--- config.mk ---
export PLATFORM = sky130hd
export DESIGN_NAME = disp_regfile
export DESIGN_NICKNAME = d
export VERILOG_FILES = /design/src/rtl/disp_rf_pkg.sv /design/src/rtl/rf_byte_reg.sv /design/src/rtl/rf_split16.sv /design/src/rtl/rf_index_table.sv /design/src/rtl/disp_regfile.sv
export SDC_FILE = /design/constraint.sdc
export NUM_CORES = 2
export LEC_CHECK = 0
export ABC_AREA = 1
export BUFFER_PORTS_ARGS = -buffer_cell sky130_fd_sc_hd__buf_2
export CAP_MARGIN = 20
export CORE_ASPECT_RATIO = 1.4
export CORE_MARGIN = 2
export CORE_UTILIZATION = 60
export CTS_BUF_LIST = sky130_fd_sc_hd__clkbuf_8
export DETAILED_ROUTE_END_ITERATION = 12
export PLACE_DENSITY_LB_ADDON = 0.3
export SYNTH_ARGS = -nofsm -noshare
export SYNTH_HDL_FRONTEND = slang
export SYNTH_SLANG_ARGS = --single-unit
--- constraint.sdc ---
create_clock -name clk -period 4.8 [get_ports clk]
set_input_delay 0.48 -clock clk [delete_from_list [all_inputs] [get_ports clk]]
set_output_delay 0.48 -clock clk [all_outputs]
set_load 0.02 [all_outputs]
--- src/rtl/disp_rf_pkg.sv ---
package disp_rf_pkg;

  localparam int ADDR_W = 8;
  localparam int DATA_W = 16;

  typedef logic [ADDR_W-1:0] raddr_t;
  typedef logic [7:0]        rbyte_t;

  // fixed and special addresses
  localparam raddr_t A_IDENT     = 8'h00;
  localparam raddr_t A_CONFIG    = 8'h02;
  localparam raddr_t A_PLLDIV    = 8'h04;
  localparam raddr_t A_PLLCTL_LO = 8'h08;
  localparam raddr_t A_PLLCTL_HI = 8'h0A;
  localparam raddr_t A_REFR_LO   = 8'h18;
  localparam raddr_t A_REFR_HI   = 8'h1A;
  localparam raddr_t A_HWIDTH    = 8'h2A;
  localparam raddr_t A_FIDX      = 8'h58;
  localparam raddr_t A_FDATA     = 8'h5A;
  localparam raddr_t A_GIDX      = 8'hB6;
  localparam raddr_t A_GDATA     = 8'hB8;
  localparam raddr_t A_STATUS    = 8'hE8;

  localparam rbyte_t IDENT_VAL    = 8'hA5;
  localparam rbyte_t CONFIG_VAL   = 8'h83;
  localparam rbyte_t STATUS_FORCE = 8'h20;

  localparam logic [6:0]  PLLDIV_RST = 7'd9;
  localparam logic [15:0] PLLCTL_RST = 16'h0014;
  localparam logic [15:0] REFR_RST   = 16'h025C;
  localparam logic [15:0] HWIDTH_RST = 16'd8;

  // plain byte registers: address, reset value, write mask
  localparam int NBYTE = 10;
  localparam raddr_t BYTE_ADDR [NBYTE] = '{8'h06, 8'h0C, 8'h28, 8'h56, 8'hA8,
                                           8'hAA, 8'hAC, 8'hE6, 8'hE8, 8'hF8};
  localparam rbyte_t BYTE_RST  [NBYTE] = '{8'h01, 8'h32, 8'h74, 8'h80, 8'h10,
                                           8'h80, 8'h80, 8'h02, 8'h00, 8'hFF};
  localparam rbyte_t BYTE_MASK [NBYTE] = '{8'h03, 8'hFF, 8'hFF, 8'hFF, 8'hFF,
                                           8'hFF, 8'hFF, 8'hFF, 8'hFF, 8'hFF};

endpackage

--- src/rtl/rf_byte_reg.sv ---
module rf_byte_reg #(
  parameter logic [7:0] RST  = 8'h00,
  parameter logic [7:0] MASK = 8'hFF
) (
  input  logic       clk,
  input  logic       rst_n,
  input  logic       we,
  input  logic [7:0] wbyte,
  output logic [7:0] q
);

  logic [7:0] q_nxt;

  always_comb begin
    q_nxt = q;
    if (we) q_nxt = wbyte & MASK;
  end

  always_ff @(posedge clk or negedge rst_n) begin
    if (!rst_n) q <= RST;
    else        q <= q_nxt;
  end

endmodule

--- src/rtl/rf_split16.sv ---
module rf_split16 #(
  parameter logic [15:0] RST = 16'h0000
) (
  input  logic        clk,
  input  logic        rst_n,
  input  logic        we_lo,
  input  logic        we_hi,
  input  logic [7:0]  wbyte,
  output logic [15:0] q
);

  logic [15:0] q_nxt;

  always_comb begin
    q_nxt = q;
    if (we_lo) q_nxt[7:0]  = wbyte;
    if (we_hi) q_nxt[15:8] = wbyte;
  end

  always_ff @(posedge clk or negedge rst_n) begin
    if (!rst_n) q <= RST;
    else        q <= q_nxt;
  end

endmodule

--- src/rtl/rf_index_table.sv ---
module rf_index_table #(
  parameter int DEPTH   = 32,
  parameter int IDX_W   = 8,
  parameter int DW      = 8,
  parameter bit BOUNDED = 1'b1
) (
  input  logic             clk,
  input  logic             rst_n,
  input  logic             idx_we,
  input  logic [IDX_W-1:0] idx_wdata,
  input  logic             acc_rd,
  input  logic             acc_wr,
  input  logic [DW-1:0]    wdata,
  output logic [IDX_W-1:0] idx_q,
  output logic [DW-1:0]    rd_val
);

  localparam int MAW = $clog2(DEPTH);

  logic [DW-1:0]    mem [DEPTH];
  logic             in_range;
  logic [IDX_W-1:0] idx_nxt;
  logic [MAW-1:0]   slot;

  assign slot = idx_q[MAW-1:0];

  generate
    if (BOUNDED) begin : g_bounded
      localparam logic [IDX_W:0] LIMIT = (IDX_W+1)'(DEPTH);
      assign in_range = ({1'b0, idx_q} < LIMIT);
    end else begin : g_wrap
      assign in_range = 1'b1;
    end
  endgenerate

  always_comb begin
    idx_nxt = idx_q;
    if (idx_we)
      idx_nxt = idx_wdata;
    else if ((acc_rd || acc_wr) && in_range)
      idx_nxt = idx_q + IDX_W'(1);
  end

  always_ff @(posedge clk or negedge rst_n) begin
    if (!rst_n) idx_q <= '0;
    else        idx_q <= idx_nxt;
  end

  // table storage carries no reset
  always_ff @(posedge clk) begin
    if (acc_wr && in_range) mem[slot] <= wdata;
  end

  assign rd_val = in_range ? mem[slot] : '0;

endmodule

--- src/rtl/disp_regfile.sv ---
module disp_regfile
  import disp_rf_pkg::*;
#(
  parameter int FILT_DEPTH = 32,
  parameter int GAM_DEPTH  = 256
) (
  input  logic        clk,
  input  logic        rst_n,
  input  logic        wr_en,
  input  logic        rd_en,
  input  logic [7:0]  addr,
  input  logic [15:0] wdata,
  output logic [15:0] rdata,
  output logic        rd_err
);

  logic        rd_go;
  logic [7:0]  byte_q [NBYTE];
  logic [15:0] pllctl_q, refr_q, hwidth_q, hwidth_nxt;
  logic [6:0]  pll_q, pll_nxt, pll_m1;
  logic [7:0]  filt_idx, gam_idx, filt_val, gam_val;
  logic [15:0] rd_val, rdata_nxt;
  logic        rd_hit, err_nxt;

  assign rd_go = rd_en & ~wr_en;

  // plain byte registers
  genvar gi;
  generate
    for (gi = 0; gi < NBYTE; gi++) begin : g_byte
      rf_byte_reg #(.RST(BYTE_RST[gi]), .MASK(BYTE_MASK[gi])) u_reg (
        .clk   (clk),
        .rst_n (rst_n),
        .we    (wr_en && (addr == BYTE_ADDR[gi])),
        .wbyte (wdata[7:0]),
        .q     (byte_q[gi])
      );
    end
  endgenerate

  rf_split16 #(.RST(PLLCTL_RST)) u_pllctl (
    .clk   (clk),
    .rst_n (rst_n),
    .we_lo (wr_en && (addr == A_PLLCTL_LO)),
    .we_hi (wr_en && (addr == A_PLLCTL_HI)),
    .wbyte (wdata[7:0]),
    .q     (pllctl_q)
  );

  rf_split16 #(.RST(REFR_RST)) u_refr (
    .clk   (clk),
    .rst_n (rst_n),
    .we_lo (wr_en && (addr == A_REFR_LO)),
    .we_hi (wr_en && (addr == A_REFR_HI)),
    .wbyte (wdata[7:0]),
    .q     (refr_q)
  );

  rf_index_table #(.DEPTH(FILT_DEPTH), .IDX_W(8), .DW(8), .BOUNDED(1'b1)) u_filt (
    .clk       (clk),
    .rst_n     (rst_n),
    .idx_we    (wr_en && (addr == A_FIDX)),
    .idx_wdata (wdata[7:0]),
    .acc_rd    (rd_go && (addr == A_FDATA)),
    .acc_wr    (wr_en && (addr == A_FDATA)),
    .wdata     (wdata[7:0]),
    .idx_q     (filt_idx),
    .rd_val    (filt_val)
  );

  rf_index_table #(.DEPTH(GAM_DEPTH), .IDX_W(8), .DW(8), .BOUNDED(1'b0)) u_gam (
    .clk       (clk),
    .rst_n     (rst_n),
    .idx_we    (wr_en && (addr == A_GIDX)),
    .idx_wdata (wdata[7:0]),
    .acc_rd    (rd_go && (addr == A_GDATA)),
    .acc_wr    (wr_en && (addr == A_GDATA)),
    .wdata     (wdata[7:0]),
    .idx_q     (gam_idx),
    .rd_val    (gam_val)
  );

  // divider kept with an offset of one, and panel width in pixels
  always_comb begin
    pll_nxt    = pll_q;
    hwidth_nxt = hwidth_q;
    if (wr_en && (addr == A_PLLDIV)) pll_nxt    = {1'b0, wdata[5:0]} + 7'd1;
    if (wr_en && (addr == A_HWIDTH)) hwidth_nxt = wdata;
  end

  always_ff @(posedge clk or negedge rst_n) begin
    if (!rst_n) begin
      pll_q    <= PLLDIV_RST;
      hwidth_q <= HWIDTH_RST;
    end else begin
      pll_q    <= pll_nxt;
      hwidth_q <= hwidth_nxt;
    end
  end

  assign pll_m1 = pll_q - 7'd1;

  // read selection
  always_comb begin
    rd_val = '0;
    rd_hit = 1'b1;
    case (addr)
      A_IDENT:     rd_val = {8'h00, IDENT_VAL};
      A_CONFIG:    rd_val = {8'h00, CONFIG_VAL};
      A_PLLDIV:    rd_val = {8'h00, 1'b1, pll_m1};
      A_PLLCTL_LO: rd_val = {8'h00, pllctl_q[7:0]};
      A_PLLCTL_HI: rd_val = {8'h00, pllctl_q[15:8]};
      A_REFR_LO:   rd_val = {8'h00, refr_q[7:0]};
      A_REFR_HI:   rd_val = {8'h00, refr_q[15:8]};
      A_HWIDTH:    rd_val = {3'b000, hwidth_q[15:3]};
      A_FIDX:      rd_val = {8'h00, filt_idx};
      A_FDATA:     rd_val = {8'h00, filt_val};
      A_GIDX:      rd_val = {8'h00, gam_idx};
      A_GDATA:     rd_val = {8'h00, gam_val};
      default: begin
        rd_hit = 1'b0;
        for (int i = 0; i < NBYTE; i++) begin
          if (addr == BYTE_ADDR[i]) begin
            rd_val = {8'h00, byte_q[i]};
            rd_hit = 1'b1;
          end
        end
        if (addr == A_STATUS) rd_val[7:0] = rd_val[7:0] | STATUS_FORCE;
      end
    endcase
  end

  always_comb begin
    rdata_nxt = rdata;
    err_nxt   = 1'b0;
    if (rd_go) begin
      rdata_nxt = rd_val;
      err_nxt   = ~rd_hit;
    end
  end

  always_ff @(posedge clk or negedge rst_n) begin
    if (!rst_n) begin
      rdata  <= '0;
      rd_err <= 1'b0;
    end else begin
      rdata  <= rdata_nxt;
      rd_err <= err_nxt;
    end
  end

endmodule

==> impl_metrics.toml <==
[final_layout]
area_growth_pct = 9.65
instances_no_fill = 12300
fin_area_mm2 = 0.113
post-route-util_pct = 66.3
drive_gt1_share_pct = 7.54
fill_cells = 12600
nets = 9816

[critical_path]
worst_setup_path_start_kind = "flip-flop"
crit_family = "simple AND/OR/NAND/NOR gates"
cp_cell_sequence = "inv_8 > buf_12 > o21ai_0 > nand2_1 > nand2_1 > nand2_1 > o21ai_0 > nand2_1 > nor2_1 > nor2_1 > nor2_1 > nand2_1 > nand2_1 > nand3_1 > nand2_1 > inv_1"
path_buf_inv = 3
critical_path_class = "flip-flop to flip-flop"
reg2reg_setup_slack_ns = 0.26
cp-end-kind = "flip-flop"
r2r-end = "rdata[0]"
crit_required_ns = 5.75
r2r_start = "u_gam.idx_q[0]"
crit_top_cell = "nand2_1"
crit_fanout = 63
ff2ff_path_depth = 16
worstPathArrival_ns = 5.49
slowest_stage = "dfrtp_4"
critPathMaxStageDelay_ns = 0.88

[detailed_routing]
postRouteAntennaNets = 0
drcViolationCount = 0
drt-initial-drc-count = 8656
wire_per_inst_um = 22.9
vias = 72000
first_pass_iters = 9
drt_wl_total_um = 282000
vias_per_cell = 5.85

[placement]
gp_congestion = 0.935
numPortBuffers = 41
dpl.hpwl_um = 167000
place_area_mm2 = 0.106
pre_cts_ws_ns = 0.615
placedCellCount = 11600

[global_routing]
grt_max_degree = 154
grtUsageTotal_pct = 31.9
antenna_found_initial = 5
grt-ovfl-total = 0
grt_pass1_vias = 70800
grt_pass1_wl_um = 421000

[timing]
relSlewSlack_pct = 25.3
drv_slew = 0
fmax_mhz = 220
timing.final.crit_share_pct = 94.5
hold_viol = 0
fin_ws_ns = 0.263
worst_pin_slew_ns = 1.11
setup_viol = 0
rsz0062_at_grt = "false"
clock_skew_ns = 0.0810
setup_tns_ns = 0
fin_crit_ns = 4.54

[floorplanning]
dieArea_mm2 = 0.175
coreArea_mm2 = 0.170
initial_core_util_pct = 60.5
die_x_um = 354
die_y_um = 494
io_pins = 45
core.rowCount = 179

[yosys]
synth.top_cells.by_area = "edfxtp_1 67%, nand2_1 10%, nor2_1 6.5%"
postSynthAreaPerCell_um2 = 10.7
synthCells = 9641
muxShareOfSynthArea_pct = 0.0765
netlist_area_mm2 = 0.103
synth_commonest_cells = "2866 x nand2_1, 2304 x edfxtp_1, 1784 x nor2_1, 943 x o21ai_0, 488 x inv_1"
synth_top_area_share_pct = 67.2
synth-seq-area-share_pct = 71.0
synthFlopType = "edfxtp_1"
synth_top_area_cell = "edfxtp_1"
synth_top_family_by_area = "simple AND/OR/NAND/NOR gates"
ys_async_sr_fraction_pct = 6.34
synth_fa_ha_area_share_pct = 0.121
synthXorXnorAreaFrac_pct = 0.111
synth-seq-cells = 2460
yosysWarnings = 0
synth_edf_count = 2304
synth-simple-area-share_pct = 18.3
synthMostInstantiatedCell = "nand2_1"
ys_types = 46
synth_compound_area_share_pct = 6.35

[power]
intPower_uw = 32700
leakagePower_uw = 0.0434
p_sw_share_pct = 25.7
vdd_drop_max_mv = 0.392
cellPowerDensity_mw_per_mm2 = 390
combPwrFrac_pct = 10.4
switchingPower_uw = 11300
p_clk_share_pct = 35.9
p_seq_share_pct = 53.7

[clock_network]
clock_latency_ns = 1.07
clock_path_buffers = 4
root_buffer = "clkbuf_8"
cts_tree = "yes"
htreeDepth = 5
cts_hold_buf = 25
cts_post_setup_buffers_inserted = 0
cts_buffers = 370
cts_resized = 0
clock_sinks = 2460
clk_pin_slew_ns = 0.07

[flow_run]
cap_violations = 0

[hold_path]
hp-class = "primary input to flip-flop"
holdPathEnd = "g_byte[0].u_reg.q[0]"
whs_path_depth = 7
hp-start = "addr[2]"

[outcome]
status = "completed"
power groups by stage:
stage                     Sequential, uW  Clock, uW  Combinational (uW)
after floorplan                    24000          0                2730
after global placement             24100          0                4420
after detailed placement           24100          0                4470
after CTS                          23600      15900                4510
after global routing               23600      16800                4980
final                              23600      15800                4580
per-layer routing:
layer / routed length (um) / share of wire (%) / vias to the layer above / global-route usage [%]
met1: 99900 / 35 / 34500 / 39.3
met2: 138000 / 49 / 4149 / 52.7
met4: 18100 / 6.4 / 4 / 19.7
met3: 26100 / 9.2 / 813 / 5.96
met5: 36 / 0.013 / - / 0
li1: - / - / 32600 / -
area by class of cell:
| type | instances | area, um2 | area share, % |
|---|---|---|---|
| Sequential cell | 2460 | 73100 | 64.8 |
| Multi-Input combinational cell | 6175 | 25700 | 22.8 |
| Clock buffer | 384 | 5290 | 4.68 |
| Tap cell | 2262 | 2830 | 2.51 |
| Timing Repair Buffer | 267 | 2670 | 2.36 |
| Inverter | 504 | 1920 | 1.70 |
| Clock inverter | 259 | 1350 | 1.19 |
| Antenna cell | 8 | 20.0 | 0.0177 |
how the worst max path moves through the flow:
stage / start / end / slack [ns] / depth (start not counted)
floorplan: addr[0] / u_gam.mem[134][0] / 2.19 / 11
global placement: u_gam.idx_q[0] / rdata[0] / 0.53 / 18
detailed placement: u_gam.idx_q[0] / rdata[0] / 0.61 / 16
CTS: u_gam.idx_q[0] / rdata[0] / 0.55 / 16
global route: u_gam.idx_q[0] / rdata[0] / 0.39 / 16
finish: u_gam.idx_q[0] / rdata[0] / 0.26 / 16
state kept, by name, summed over array words and instances (netlist names), 8 cells and up:
register / flops
u_gam.mem: 2048
g_byte.u_reg.q: 74
u_filt.mem: 256
hwidth_q: 13
u_refr.q: 16
rdata: 13
u_gam.idx_q: 8
u_pllctl.q: 16
u_filt.idx_q: 8
metrics by stage:
step / total power [uW] / hold WS, ns
final: 44000 / 0.0962
after global routing: 45400 / 0.132
after CTS: 44000 / 0.0127
after detailed placement: 28500 / 0.459
after global placement: 28500 / 0.458
after floorplan: 26700 / 0.184
worst reg2reg max path, stage by stage, from the launching register on:
cell and delay [ns]:
dfrtp_4 0.88, inv_8 0.37, buf_12 0.34, o21ai_0 0.36, nand2_1 0.09, nand2_1 0.06, nand2_1 0.05, o21ai_0 0.85
nand2_1 0.38, nor2_1 0.38, nor2_1 0.14, nor2_1 0.21, nand2_1 0.08, nand2_1 0.07, nand3_1 0.08, nand2_1 0.08
inv_1 0.04
logic make-up (layout without fill, tap and decap cells):
family | count (synthesis) | count (layout)
xor+xnor | 13 | 13
flops | 2460 | 2460
other cells | 1 | 11
fa+ha+maj | 10 | 10
buf+inv | 1008 | 1414
mux | 7 | 7
compound gates | 1237 | 1237
simple gates | 4905 | 4905
cells in the final DEF (no fill, tap or decap), types with 10 or more instances in the layout:
cell type      count
buf_12            48
a21oi_1           20
dfstp_2           31
o211ai_1          22
xor2_1            11
nand3_1          186
nor3_1            16
clkinv_1          95
nand2_1         2866
buf_2             32
o22ai_1           70
or2_2             10
clkbuf_8         384
bufinv_16         12
ha_1              10
edfxtp_1        2304
dfrtp_1          122
a22o_1            31
nand2_2           10
nor2_1          1777
dlygate4sd3_1     24
o21ai_1          123
inv_1            612
o21ai_0          942
nand4_1           22
clkinv_2          35
buf_4            153
(Power assumes the default switching activity.)
